**src/rtl/evt_timer_pkg.sv**
```systemverilog
package evt_timer_pkg;
  localparam int NUM_CH = 2;
  localparam int DATA_W = 32;
  localparam int CNT_W  = 64;
  localparam int ADDR_W = 8;
  localparam logic [NUM_CH-1:0] PER_CAP = 2'b01;

  localparam logic [ADDR_W-1:0] A_CAPS   = 8'h00;
  localparam logic [ADDR_W-1:0] A_TICK   = 8'h04;
  localparam logic [ADDR_W-1:0] A_GCFG   = 8'h08;
  localparam logic [ADDR_W-1:0] A_STAT   = 8'h0C;
  localparam logic [ADDR_W-1:0] A_CNTLO  = 8'h10;
  localparam logic [ADDR_W-1:0] A_CNTHI  = 8'h14;
  localparam logic [ADDR_W-1:0] A_CHBASE = 8'h20;
  localparam int CH_STRIDE = 16;

  localparam int B_INTEN  = 2;
  localparam int B_PERIOD = 3;
  localparam int B_PERCAP = 4;
  localparam int B_ARM    = 6;
  localparam int B_MODE32 = 8;
  localparam int B_ROUTE  = 9;

  typedef enum logic [1:0] {ARM_IDLE, ARM_WANT_IVL, ARM_WANT_CMP} armPhase_t;

  typedef struct packed {
    logic              wrGcfg;
    logic              wrStat;
    logic              wrCntLo;
    logic              wrCntHi;
    logic [NUM_CH-1:0] wrCfg;
    logic [NUM_CH-1:0] ldCmp;
    logic [NUM_CH-1:0] ldIvl;
    logic [DATA_W-1:0] data;
  } strobe_t;

  typedef struct packed {
    logic                          runOn;
    logic                          legacyOn;
    logic [NUM_CH-1:0]             status;
    logic [NUM_CH-1:0]             intEn;
    logic [NUM_CH-1:0]             periodic;
    logic [NUM_CH-1:0]             mode32;
    logic [CNT_W-1:0]              counter;
    logic [NUM_CH-1:0][DATA_W-1:0] cmp;
    logic [NUM_CH-1:0][DATA_W-1:0] ivl;
  } dpState_t;
endpackage

```
**src/rtl/evt_timer_dp.sv**
```systemverilog
module evt_timer_dp
  import evt_timer_pkg::*;
(
  input  logic     clk,
  input  logic     rstN,
  input  strobe_t  stb,
  output dpState_t st
);
  logic [CNT_W-1:0]  cntNext;
  logic [NUM_CH-1:0] match;

  assign cntNext = st.counter + 1'b1;

  always_ff @(posedge clk) begin
    if (!rstN) begin
      st.counter  <= '0;
      st.runOn    <= 1'b0;
      st.legacyOn <= 1'b0;
    end else begin
      if (stb.wrGcfg) begin
        st.runOn    <= stb.data[0];
        st.legacyOn <= stb.data[1];
      end
      if (st.runOn) begin
        st.counter <= cntNext;
      end else begin
        if (stb.wrCntLo) st.counter[DATA_W-1:0]     <= stb.data;
        if (stb.wrCntHi) st.counter[CNT_W-1:DATA_W] <= stb.data;
      end
    end
  end

  for (genvar n = 0; n < NUM_CH; n++) begin : gChan
    logic hiOk;
    assign hiOk     = st.mode32[n] | (cntNext[CNT_W-1:DATA_W] == '0);
    assign match[n] = st.runOn & hiOk & (cntNext[DATA_W-1:0] == st.cmp[n]);

    always_ff @(posedge clk) begin
      if (!rstN) begin
        st.status[n]   <= 1'b0;
        st.intEn[n]    <= 1'b0;
        st.periodic[n] <= 1'b0;
        st.mode32[n]   <= 1'b0;
        st.cmp[n]      <= '1;
        st.ivl[n]      <= '0;
      end else begin
        if (match[n])                          st.status[n] <= 1'b1;
        else if (stb.wrStat && stb.data[n])    st.status[n] <= 1'b0;
        if (stb.wrCfg[n]) begin
          st.intEn[n]    <= stb.data[B_INTEN];
          st.periodic[n] <= stb.data[B_PERIOD] & PER_CAP[n];
          st.mode32[n]   <= stb.data[B_MODE32];
        end
        if (stb.ldIvl[n]) st.ivl[n] <= stb.data;
        if (stb.ldCmp[n])                      st.cmp[n] <= stb.data;
        else if (match[n] && st.periodic[n])   st.cmp[n] <= st.cmp[n] + st.ivl[n];
      end
    end

    AST_EVENT_SETS_STATUS: assert property (@(posedge clk) disable iff (!rstN)
      match[n] |=> st.status[n]);
    AST_ONESHOT_CMP_HELD: assert property (@(posedge clk) disable iff (!rstN)
      (match[n] && !st.periodic[n] && !stb.ldCmp[n]) |=> $stable(st.cmp[n]));
    AST_PERIODIC_ADVANCE: assert property (@(posedge clk) disable iff (!rstN)
      (match[n] && st.periodic[n] && !stb.ldCmp[n])
        |=> st.cmp[n] == $past(st.cmp[n]) + $past(st.ivl[n]));
  end

  AST_CNT_FROZEN: assert property (@(posedge clk) disable iff (!rstN)
    (!st.runOn && !stb.wrCntLo && !stb.wrCntHi) |=> $stable(st.counter));
  AST_CNT_STEP: assert property (@(posedge clk) disable iff (!rstN)
    st.runOn |=> st.counter == $past(st.counter) + 64'd1);
endmodule

```
**src/rtl/evt_timer_ctrl.sv**
```systemverilog
module evt_timer_ctrl
  import evt_timer_pkg::*;
#(
  parameter logic [31:0] TICK_FS    = 32'd69841279,
  parameter int          ROUTE_BASE = 20
) (
  input  logic              clk,
  input  logic              rstN,
  input  logic              regWrEn,
  input  logic [ADDR_W-1:0] regAddr,
  input  logic [DATA_W-1:0] regWrData,
  input  dpState_t          st,
  output strobe_t           stb,
  output logic [DATA_W-1:0] regRdData
);
  localparam logic [4:0] CH_FIELD = 5'(NUM_CH - 1);

  armPhase_t         phase [NUM_CH];
  logic [NUM_CH-1:0] selCfg, selCmp, selIvl;

  for (genvar n = 0; n < NUM_CH; n++) begin : gDec
    localparam logic [ADDR_W-1:0] BASE = ADDR_W'(int'(A_CHBASE) + n * CH_STRIDE);
    assign selCfg[n] = (regAddr == BASE);
    assign selCmp[n] = (regAddr == BASE + 8'h4);
    assign selIvl[n] = (regAddr == BASE + 8'h8);

    always_comb begin
      stb.wrCfg[n] = regWrEn & selCfg[n];
      stb.ldIvl[n] = regWrEn & selCmp[n] & (phase[n] == ARM_WANT_IVL);
      stb.ldCmp[n] = regWrEn & selCmp[n] & (phase[n] != ARM_WANT_IVL);
    end

    always_ff @(posedge clk) begin
      if (!rstN) begin
        phase[n] <= ARM_IDLE;
      end else if (stb.wrCfg[n] && regWrData[B_ARM]) begin
        phase[n] <= ARM_WANT_IVL;
      end else if (regWrEn && selCmp[n]) begin
        case (phase[n])
          ARM_WANT_IVL: phase[n] <= ARM_WANT_CMP;
          default:      phase[n] <= ARM_IDLE;
        endcase
      end
    end

    AST_ARM_SELF_CLEAR: assert property (@(posedge clk) disable iff (!rstN)
      (phase[n] == ARM_WANT_CMP && regWrEn && selCmp[n] && !selCfg[n])
        |=> phase[n] == ARM_IDLE);
  end

  always_comb begin
    stb.wrGcfg  = regWrEn & (regAddr == A_GCFG);
    stb.wrStat  = regWrEn & (regAddr == A_STAT);
    stb.wrCntLo = regWrEn & (regAddr == A_CNTLO);
    stb.wrCntHi = regWrEn & (regAddr == A_CNTHI);
    stb.data    = regWrData;
  end

  always_comb begin
    regRdData = '0;
    case (regAddr)
      A_CAPS:  begin
        regRdData[12:8] = CH_FIELD;
        regRdData[15]   = 1'b1;
      end
      A_TICK:  regRdData = TICK_FS;
      A_GCFG:  regRdData = {30'd0, st.legacyOn, st.runOn};
      A_STAT:  regRdData = DATA_W'(st.status);
      A_CNTLO: regRdData = st.counter[DATA_W-1:0];
      A_CNTHI: regRdData = st.counter[CNT_W-1:DATA_W];
      default: regRdData = '0;
    endcase
    for (int n = 0; n < NUM_CH; n++) begin
      if (selCfg[n]) begin
        regRdData              = '0;
        regRdData[B_INTEN]     = st.intEn[n];
        regRdData[B_PERIOD]    = st.periodic[n];
        regRdData[B_PERCAP]    = PER_CAP[n];
        regRdData[B_ARM]       = (phase[n] != ARM_IDLE);
        regRdData[B_MODE32]    = st.mode32[n];
        regRdData[B_ROUTE+:5]  = 5'(ROUTE_BASE + n);
      end
      if (selCmp[n]) regRdData = st.cmp[n];
      if (selIvl[n]) regRdData = st.ivl[n];
    end
  end
endmodule

```
**src/rtl/evt_timer.sv**
```systemverilog
module evt_timer
  import evt_timer_pkg::*;
#(
  parameter logic [31:0] TICK_FS    = 32'd69841279,
  parameter int          ROUTE_BASE = 20
) (
  input  logic        clk,
  input  logic        rstN,
  input  logic        regWrEn,
  input  logic [7:0]  regAddr,
  input  logic [31:0] regWrData,
  output logic [31:0] regRdData,
  output logic [1:0]  chanIrq,
  output logic        sysTickIrq,
  output logic        rtcIrq
);
  strobe_t           stb;
  dpState_t          st;
  logic [NUM_CH-1:0] irqRaw;

  evt_timer_ctrl #(.TICK_FS(TICK_FS), .ROUTE_BASE(ROUTE_BASE)) uCtrl (
    .clk(clk), .rstN(rstN), .regWrEn(regWrEn), .regAddr(regAddr),
    .regWrData(regWrData), .st(st), .stb(stb), .regRdData(regRdData)
  );

  evt_timer_dp uDp (.clk(clk), .rstN(rstN), .stb(stb), .st(st));

  assign irqRaw     = st.status & st.intEn;
  assign chanIrq    = st.legacyOn ? '0 : irqRaw;
  assign sysTickIrq = st.legacyOn & irqRaw[0];
  assign rtcIrq     = st.legacyOn & irqRaw[1];

  AST_IRQ_NEEDS_EVENT: assert property (@(posedge clk) disable iff (!rstN)
    (|{chanIrq, sysTickIrq, rtcIrq}) |-> (|st.status));
  AST_ROUTES_EXCLUSIVE: assert property (@(posedge clk) disable iff (!rstN)
    (sysTickIrq || rtcIrq) |-> (chanIrq == 2'b00));
endmodule

```
**config.mk**
```make
export PLATFORM = sky130hd
export DESIGN_NAME = evt_timer
export DESIGN_NICKNAME = d
export VERILOG_FILES = /design/src/rtl/evt_timer_pkg.sv /design/src/rtl/evt_timer_dp.sv /design/src/rtl/evt_timer_ctrl.sv /design/src/rtl/evt_timer.sv
export SDC_FILE = /design/constraint.sdc
export NUM_CORES = 1
export LEC_CHECK = 0
export BUFFER_PORTS_ARGS = -buffer_cell sky130_fd_sc_hd__buf_2
export CAP_MARGIN = 10
export CORE_AREA = 3 3 167 169
export CTS_BUF_LIST = sky130_fd_sc_hd__clkbuf_16
export DETAILED_ROUTE_END_ITERATION = 10
export DIE_AREA = 0 0 170 172
export PLACE_DENSITY = 0.81
export SYNTH_ARGS = -nofsm -noshare
export SYNTH_HDL_FRONTEND = slang
export SYNTH_SLANG_ARGS = --single-unit
```
**constraint.sdc**
```tcl
create_clock -name clk -period 7 [get_ports clk]
set_clock_uncertainty 0.15 [all_clocks]
set_input_delay 0.7 -clock clk [delete_from_list [all_inputs] [get_ports clk]]
set_output_delay 0.7 -clock clk [all_outputs]
set_load 0.005 [all_outputs]
```
==> results.py <==
metrics = {
    "die": {
        "die_y_um": 172,
        "dieArea_um2": 29200,
        "die_x_um": 170,
        "initial_core_utilization_pct": 52.5,
        "pin_count": 79,
        "floorplan.rows": 60,
        "fp.coreArea_um2": 26700,
    },
    "worst_hold_path": {
        "worstHoldPathCells": 2,
        "worstHoldPathType": "flop to flop",
        "worstHoldEndpoint": "uDp.st[56]",
        "worst_hold_startpoint": "uDp.st[56]",
    },
    "routing": {
        "drt-initial-drc-count": 2427,
        "wl_per_cell_um": 22.9,
        "antenna_violating_nets_post_route": 0,
        "post_drt_via_cell_ratio": 6.79,
        "drt_first_pass_iters": 9,
        "routed_wirelength_mm": 50.5,
        "routed-via-count": 14900,
        "drc": 0,
    },
    "placement": {
        "detailed_place_hpwl_mm": 35.9,
        "io_buffers": 78,
        "placedCellCount": 2155,
        "gp_routability_congestion": 1.06,
        "placed_area_um2": 14400,
    },
    "status": {
        "outcome": "completed",
    },
    "power_and_ir_drop": {
        "power_density_nw_per_um2": 165,
        "sw_ratio_pct": 24.5,
        "post-layout-total-power_mw": 2.51,
        "comb_power_share_pct": 4.5,
        "power.static_leakage_nw": 5.60,
        "clock_power_share_pct": 48.5,
        "p_int_mw": 1.89,
        "p_sw_mw": 0.614,
        "share_of_total_power_in_sequential_cells_pct": 46.9,
        "ir_drop_mv": 0.184,
    },
    "flow_run": {
        "max-cap-violations": 0,
    },
    "setup_path": {
        "critical_path_arrival_ns": 5.57,
        "worst_setup_path_end_kind": "flop",
        "worst-r2r-cell-count": 12,
        "crit_type": "flop to flop",
        "cp_max_fo": 32,
        "ff2ff_setup_slack_ns": 1.73,
        "cp-start-kind": "flop",
        "rr_endpoint": "uDp.st[65]",
        "crit-reg2reg-launch": "uDp.st[132]",
        "required_ns": 7.30,
    },
    "cts": {
        "clkLatencyLatePin_ns": 0.54,
        "cts_root_buffer": "clkbuf_16",
        "cts_buffer_depth": 3,
        "cts-htree-levels": 1,
        "clk_transition_reported_paths_ns": 0.07,
        "cts_setup_buffers": 0,
        "cts.sinks": 205,
        "postCtsResizedCells": 0,
        "hold_buffers": 0,
        "numCtsBuffers": 23,
        "cts_tree": "built",
    },
    "sta": {
        "timing_hold_violations_final": 0,
        "final.period_utilization_pct": 75.2,
        "slew_limit_fails": 0,
        "setup_viol": 0,
        "timing.slew.headroom_pct": 16.4,
        "totalNegativeSetupSlack_ns": 0,
        "achievable-frequency_mhz": 190,
        "tightestPinTransition_ns": 1.25,
        "rsz0062_at_grt": "false",
        "shortest_period_the_worst_path_allows_ns": 5.27,
    },
    "finish": {
        "drive_above_1_share_pct": 10.6,
        "antenna_cells_inserted": 0,
        "area.growth.synth_to_final_pct": 8.03,
        "layout.cells.non_filler": 2200,
        "nNetsFinal": 1918,
        "stdcell_area_um2": 15200,
    },
    "synthesis": {
        "synth-main-ff-cell": "dfxtp_1",
        "synth.most_common_cell": "nand2_1",
        "edff_count_synth": 4,
        "synth-seq-area-share_pct": 29.5,
        "synth_top_cells_by_area": "dfxtp_1 29%, nand2_1 8.7%, xnor2_1 6.1%",
        "yosys-top-cells-count": "325 x nand2_1, 201 x dfxtp_1, 160 x a21oi_1",
        "yosys_warnings": 0,
        "synth_cell_type_count": 71,
        "netlist_area_um2": 14000,
        "postSynthRegisterBits": 205,
        "synth_async_sr_flop_share_pct": 0,
        "syn_inst": 1875,
        "synth_fp_nets": 1951,
        "synthesis.area_per_instance_um2": 7.49,
        "yosys.area.top_type_share_pct": 28.7,
        "netlist.top_cell.by_area": "dfxtp_1",
    },
    "global_route": {
        "grt_antenna_before_repair": 1,
        "first_global_vias": 13300,
        "grt_start_max_net_pins": 78,
        "grt_pass1_wl_mm": 76.2,
        "gr-total-overflow": 0,
        "track_usage_pct": 32.8,
    },
}
[sequential cells by signal (all words and copies together), names as in the netlist]
| name | cells |
|---|---|
| uDp.st | 201 |
| uCtrl.phase | 4 |
[logic make-up after synthesis]
family,share of synthesized area (%)
simple gates,27.1
compound gates,19.9
flops,29.5
buf+inv,5.14
xor+xnor,9.30
mux,6.05
fa+ha+maj,2.99
[through the flow]
stage	hold slack [ns]	util (%)	setup WS [ns]
after floorplan	0.286	-	3.46
after global placement	0.292	53.7	2.19
after detailed placement	0.299	53.7	1.98
after CTS	0.307	56.5	1.96
after global routing	0.324	56.8	1.60
final	0.307	56.8	1.73
[power groups by stage]
| stage | Clock [mW] | Sequential (mW) | Combinational, mW |
|---|---|---|---|
| after floorplan | 0 | 1.20 | 0.0516 |
| after global placement | 0 | 1.20 | 0.107 |
| after detailed placement | 0 | 1.20 | 0.107 |
| after CTS | 1.21 | 1.18 | 0.108 |
| after global routing | 1.26 | 1.18 | 0.118 |
| final | 1.22 | 1.18 | 0.114 |
[final cells by class]
| cell class | instances | area, µm² |
|---|---|---|
| Fill cell | 2444 | 11600 |
| Inverter | 19 | 73.8 |
| Clock inverter | 18 | 136 |
| Multi-Input combinational cell | 1496 | 9200 |
| Tap cell | 341 | 427 |
| Timing Repair Buffer | 97 | 588 |
| Clock buffer | 24 | 601 |
| Sequential cell | 205 | 4150 |
[cells in the final DEF, fill, tap and decap left out, types with 25 or more instances in the layout]
master	n
nand2_1	325
buf_2	78
a31oi_1	33
a211oi_1	63
and3_1	52
nand3_1	95
nor2_1	143
nor4_1	25
nand4_1	38
dfxtp_1	200
a21oi_1	160
ha_1	32
mux2_2	38
o21ai_0	54
mux2i_1	41
xnor2_1	97
xor2_1	52
nor3_1	30
[worst max-delay path by stage]
stage / start / to / slack [ns]
6_report: uDp.st[132] / uDp.st[65] / 1.73
5_1_grt: uDp.st[132] / uDp.st[65] / 1.60
3_3_place_gp: uDp.st[132] / uDp.st[65] / 2.19
4_1_cts: uDp.st[132] / uDp.st[65] / 1.96
3_5_place_dp: uDp.st[132] / uDp.st[65] / 1.98
2_1_floorplan: regAddr[1] / regRdData[1] / 3.46
[worst max-delay path, stage by stage, from the launching register on]
cell,delay (ns)
dfxtp_1,0.51
and4_1,0.41
nand4_1,0.60
nor4_1,0.89
a31oi_1,0.23
nor4_1,0.43
nand4_1,0.17
nor4_2,0.24
a21oi_1,0.24
nor3b_4,0.25
buf_4,0.52
mux2_1,0.38
a21oi_1,0.13
[layer usage]
| layer | part of all wire, % | GRT usage [%] | up-vias |
|---|---|---|---|
| met5 | 0 | 0 | - |
| met4 | 4.4 | 13.1 | 0 |
| met3 | 14 | 5.60 | 165 |
| met2 | 43 | 49.8 | 1125 |
| met1 | 39 | 46.5 | 6978 |
| li1 | - | - | 6671 |
(Power assumes the default switching activity.)
